File: src/rtl/reload_page_ctrl.sv
module reload_page_ctrl #(
  parameter int DATA_W = 8,
  parameter int PAGE_W = 3,
  parameter int JMP_W  = 2
) (
  input  logic              clk,
  input  logic              rst_n,
  input  logic [1:0]        reg_addr,
  input  logic              reg_wr,
  input  logic              reg_rd,
  input  logic [DATA_W-1:0] reg_wdata,
  output logic [DATA_W-1:0] reg_rdata,
  input  logic [JMP_W-1:0]  jumper_in,
  input  logic              reload_done,
  output logic              reload_req,
  output logic [PAGE_W-1:0] reload_page
);
  localparam logic [1:0] OFS_TRIG = 2'd0;
  localparam logic [1:0] OFS_OVR  = 2'd1;
  localparam logic [1:0] OFS_SW   = 2'd2;
  localparam logic [1:0] OFS_JMP  = 2'd3;

  logic [JMP_W-1:0]  jmp_meta, jmp_sync;
  logic              ovr;
  logic [PAGE_W-1:0] sw_page;
  logic              pending;
  logic [DATA_W-1:0] rd_mux;

  wire trig = reg_wr && (reg_addr == OFS_TRIG) && (reg_wdata == '0) && !pending;
  wire [PAGE_W-1:0] jmp_page = PAGE_W'(jmp_sync);
  wire [PAGE_W-1:0] sel_page = ovr ? jmp_page : sw_page;

  always_comb begin
    case (reg_addr)
      OFS_OVR: rd_mux = DATA_W'(ovr);
      OFS_SW:  rd_mux = DATA_W'(sw_page);
      OFS_JMP: rd_mux = DATA_W'(jmp_sync);
      default: rd_mux = '0;
    endcase
  end

  always_ff @(posedge clk or negedge rst_n) begin
    if (!rst_n) begin
      jmp_meta    <= '0;
      jmp_sync    <= '0;
      ovr         <= 1'b0;
      sw_page     <= '0;
      pending     <= 1'b0;
      reload_req  <= 1'b0;
      reload_page <= '0;
      reg_rdata   <= '0;
    end else begin
      jmp_meta   <= jumper_in;
      jmp_sync   <= jmp_meta;
      reload_req <= trig;
      reg_rdata  <= reg_rd ? rd_mux : '0;
      if (reg_wr && reg_addr == OFS_OVR) ovr     <= reg_wdata[0];
      if (reg_wr && reg_addr == OFS_SW)  sw_page <= reg_wdata[PAGE_W-1:0];
      if (trig) begin
        reload_page <= sel_page;
        pending     <= 1'b1;
      end else if (reload_done) begin
        pending <= 1'b0;
      end
    end
  end
endmodule


File: config.mk
export PLATFORM = sky130hd
export DESIGN_NAME = reload_page_ctrl
export DESIGN_NICKNAME = d
export VERILOG_FILES = /design/src/rtl/reload_page_ctrl.sv
export SDC_FILE = /design/constraint.sdc
export NUM_CORES = 1
export LEC_CHECK = 0
export CAP_MARGIN = 20
export CORE_MARGIN = 4
export CORE_UTILIZATION = 35
export CTS_CLUSTER_DIAMETER = 120
export DETAILED_ROUTE_END_ITERATION = 10
export GPL_ROUTABILITY_DRIVEN = 1
export GPL_TIMING_DRIVEN = 0
export MAX_ROUTING_LAYER = met4
export PLACE_DENSITY = 0.7
export SYNTH_ARGS = -nofsm -noshare
export SYNTH_HDL_FRONTEND = slang
export SYNTH_SLANG_ARGS = --single-unit
File: constraint.sdc
create_clock -name clk -period 1.3 [get_ports clk]
set_clock_uncertainty 0.15 [all_clocks]
set_input_delay 0.13 -clock clk [delete_from_list [all_inputs] [get_ports clk]]
set_output_delay 0.13 -clock clk [all_outputs]
set_load 0.02 [all_outputs]
-- After elaboration in Yosys (flattened, before gate mapping)
Index checks and enable logic that the tools add are counted.
- register bits: 21
- output and inout bits: 12
- multiplexer cells: 5
- equal/unequal tests: 3
- reduce and logical (&&, ||, !) cells: 9
- operator list (operator ; number):
    $pmux 3 s3 ; 1
    $logic_not 8->1 ; 1
    $mux 8 ; 1
    $logic_and 1x1->1 ; 5
    $eq 2x2->1 const B ; 2
    $mux 3 ; 1
    $eq 2x1->1 const B ; 1
    $logic_not 2->1 ; 1
    $mux 1 ; 2
    $reduce_bool 2->1 ; 1
    $logic_not 1->1 ; 1

-- Logic depth before layout (Yosys ltp)
- word-level depth: 5
- depth in mapped cells: 4
- gate-level depth less buffers: 3

-- Worst setup path before layout
Ideal clock, no wire load.
- path type: flip-flop to flip-flop
- from: register ovr
- to: register reload_page[0]
- library setup time: 125 ps
- stages on the path, launching flop included: 3
- path slack: 72 ps
- data required time: 1025 ps
- arrival: 953 ps
- cell sequence: dfrtp_1 mux2_2 mux2_2
- cells in the longest elaborated chain, start to end: 1
- ends and longest elaborated chain (item ; RTL line ; text):
    from (decl) ; 24 ; logic ovr;
    from (signal assigned) ; 57 ; if (reg_wr && reg_addr == OFS_OVR) ovr <= reg_wdata[0];
    $mux 3 ; 31 ; wire [PAGE_W-1:0] sel_page = ovr ? jmp_page : sw_page;
    to (signal assigned) ; 60 ; reload_page <= sel_page;
    to (decl) ; 16 ; output logic [PAGE_W-1:0] reload_page
Every way passes these cells.
A chain may end at the register's enable or synchronous reset.

-- Worst setup path after layout
- from: register pending
- to: register reload_page[1]
- cells in the longest elaborated chain, start to end: 2
- ends and longest elaborated chain (item ; RTL line ; text):
    from (decl) ; 26 ; logic pending;
    from (signal assigned) ; 48 ; pending <= 1'b0;
    from (signal assigned) ; 61 ; pending <= 1'b1;
    from (signal assigned) ; 63 ; pending <= 1'b0;
    $logic_not 1->1 ; 29 ; wire trig = reg_wr && (reg_addr == OFS_TRIG) && (reg_wdata == '0) && !pending;
    $logic_and 1x1->1 ; 29 ;
Every way passes these cells.

==> flow_summary_export.csv <==
group,metric,value,unit
outcome,status,"finished clean",
sta,period_share,99.0,%
run,maxCapViolations,0,
global_routing,antenna_found_initial,0,
cts,tritoncts,"yes",
sta,min_period,1.29,ns
routing,vias,468,
setup_path,crit_type,"reg2reg",
floorplanning,rows,15,
min_path,hp-class,"in2reg",
global_routing,grt_max_degree,17,
routing,viasPerCell,4.33,
routing,drc,0,
floorplanning,die_area,2740,µm²
floorplanning,core,1800,µm²
floorplanning,die_w,52.4,µm
setup_path,critPathSlowestCell,"dfrtp_1",
cts,cts_buffers,3,
setup_path,crit_fanout,5,
power_and_ir_drop,power_density,1030,nW/µm²
setup_path,arrival,1.31,ns
setup_path,worstPathCellList,"nor2_4, nand4_4, mux2_4",
setup_path,worst_setup_path_end_kind,"register",
layout,design_area,1040,µm²
synthesis,yosysTopAreaCell,"dfrtp_1",
synthesis,synth_cell_type_count,17,
placement,port_buffers,22,
layout,post-route-util,57.8,%
cts,clk_path_buf_depth,2,
power_and_ir_drop,vdd_ir_drop_max,879,µV
power_and_ir_drop,switching_share,23.5,%
placement,dpl_cell_area,956,µm²
setup_path,start_kind,"register",
routing,first_pass_iters,2,
routing,ant_nets,0,
sta,slew_viol_final,0,
cts,clk_pin_slew,0.08,ns
cts,cts.sinks,16,
global_routing,grt_pass1_wl,2010,µm
setup_path,critical-path-top-delay-family,"flip-flops",
global_routing,overflow,0,
power_and_ir_drop,clkPwrFrac,29.3,%
setup_path,crit_path_max_incr_delay,0.41,ns
layout,final_common_cell,"dfrtp_1",
floorplanning,initial_core_util,38.3,%
placement,gp_congestion,0.720,
routing,wire_per_inst,11.6,µm
power_and_ir_drop,intPower,819,µW
sta,grt_setup_unrepaired,"true",
synthesis,ys_warn_count,0,
layout,finalNetCount,101,
power_and_ir_drop,power_frac_seq,52.5,%
synthesis,yosysSeqAreaShare,58.1,%
power_and_ir_drop,p_leak,0.000515,µW
setup_path,critPathBufInv,0,
floorplanning,io_pins,29,
sta,setup_viol,0,
synthesis,syn_area_per_cell,13.5,µm²
global_routing,first_global_vias,476,
sta,max_slew_margin,55.0,%
cts,htree_levels,1,
global_routing,globalRouteTotalUtil,10.4,%
layout,syn_to_final_growth,51.0,%
setup_path,crit_required,1.32,ns
sta,hold_violations,0,
synthesis,synth_area,689,µm²
floorplanning,die_h,52.4,µm
sta,tightest_slew,0.673,ns
synthesis,synth.top_cell.area_share,58.1,%
layout,diodes,0,
cts,root_buffer,"clkbuf_4",
synthesis,synth_top_cells_by_area,"dfrtp_1 58%, mux2_2 16%, buf_4 5.4%, nor4_4 3.1%, nand3b_1 2.2%",
routing,routed_wl,1250,µm
synthesis,synth_seq_cells,16,
synthesis,syn-instance-count,51,
power_and_ir_drop,pwr-share-comb,18.2,%
layout,drive_gt1_share,32.5,%
routing,drt_iter0_markers,6,
sta,max_freq,777,MHz
cts,clkLatencyLatePin,0.28,ns
power_and_ir_drop,switchingPower,251,µW
layout,final_cell_mix,"15 x dfrtp_1, 10 x dlygate4sd2_1, 8 x mux2_2, 8 x clkdlybuf4s50_1, 6 x buf_4",
worst register-to-register path: cells and delay by family, from the launching register on:
kind	cells	cell delay, ns
simple gates	2	0.28
mux	1	0.33
flops	1	0.41
sequential cells by signal, summed over array words and instances, names as in the netlist:
signal       cells
sw_page          3
pending          1
jmp_meta         2
jmp_sync         2
reg_rdata        3
reload_req       1
reload_page      3
ovr              1
through the flow:
step                      hold WS (ns)  instances  setup slack (ns)  total power [µW]  setup TNS, ns
after floorplan                 -0.316         55            0.0720               664              0
after global placement           0.183        102            -0.399               754          -1.94
after detailed placement         0.185        102            -0.418               758          -2.05
after CTS                       0.0321        108         0.0000869              1080              0
after global routing            0.0565        108           -0.0405              1130        -0.0663
final                           0.0546        108            0.0132              1070              0
repair_timing:
action / 4_1_cts / 5_1_grt
hold endpoints to repair: 1 / 0
pin swaps: 3 / 2
hold buffers: 1 / 0
resized for setup: 20 / 6
setup buffers: 1 / 0
endpoints found under the setup margin: 10 / 7
path summary, 6_finish.rpt:
check                            start             end  slack (ns)  depth (start not counted)
min reg2reg                jmp_meta[0]     jmp_sync[0]        0.20                          0
min                        reg_addr[0]    reg_rdata[0]        0.05                          3
min in group asynchronous        rst_n    reg_rdata[0]        0.10                          1
max                            pending  reload_page[1]        0.01                          3
max in group asynchronous        rst_n             ovr        0.43                          1
max reg2reg                    pending  reload_page[1]        0.01                          3
area by class of cell:
| class | count | area, µm² |
|---|---|---|
| fillers | 151 | 761 |
| multi-input cells | 31 | 294 |
| repair buffers | 24 | 228 |
| clock buffers | 4 | 36.3 |
| inverters | 2 | 7.51 |
| well taps | 25 | 31.3 |
| flip-flops and latches | 16 | 402 |
| plain buffers | 6 | 42.5 |
power groups by stage:
stage	Clock [µW]	Combinational, µW	Sequential, µW
floorplan	0	93.3	571
global placement	0	186	569
detailed placement	0	187	571
CTS	327	192	563
global route	352	211	568
finish	314	195	562
cells in the mapped netlist:
library cell   n
mux2_2        10
a21boi_0       1
nor3b_1        1
nand3b_1       2
nand4_2        1
nor4_2         1
nor4_4         1
conb_1         1
buf_2          1
o21ai_0        1
inv_1          2
buf_4          5
dfrtp_1       16
nand2_1        3
mux2i_1        1
nor2_1         2
nor2b_1        2
cell families (layout without fill, tap and decap cells):
logic type,count (synthesis),after routing,synth area share [%]
DFF,16,16,58.1
and+or+nand+nor,13,13,14.5
muxes,11,11,17.8
buffers and inverters,8,36,7.26
AOI/OAI and AO/OA,2,2,1.81
other,1,5,0.544
layer usage:
layer	wire, µm	vias to the layer above	track usage, %
li1	-	228	-
met1	480	219	11.6
met2	657	17	16.9
met3	99	4	4.27
met4	14	0	3.40
met5	0	-	-
(Power assumes the default switching activity.)
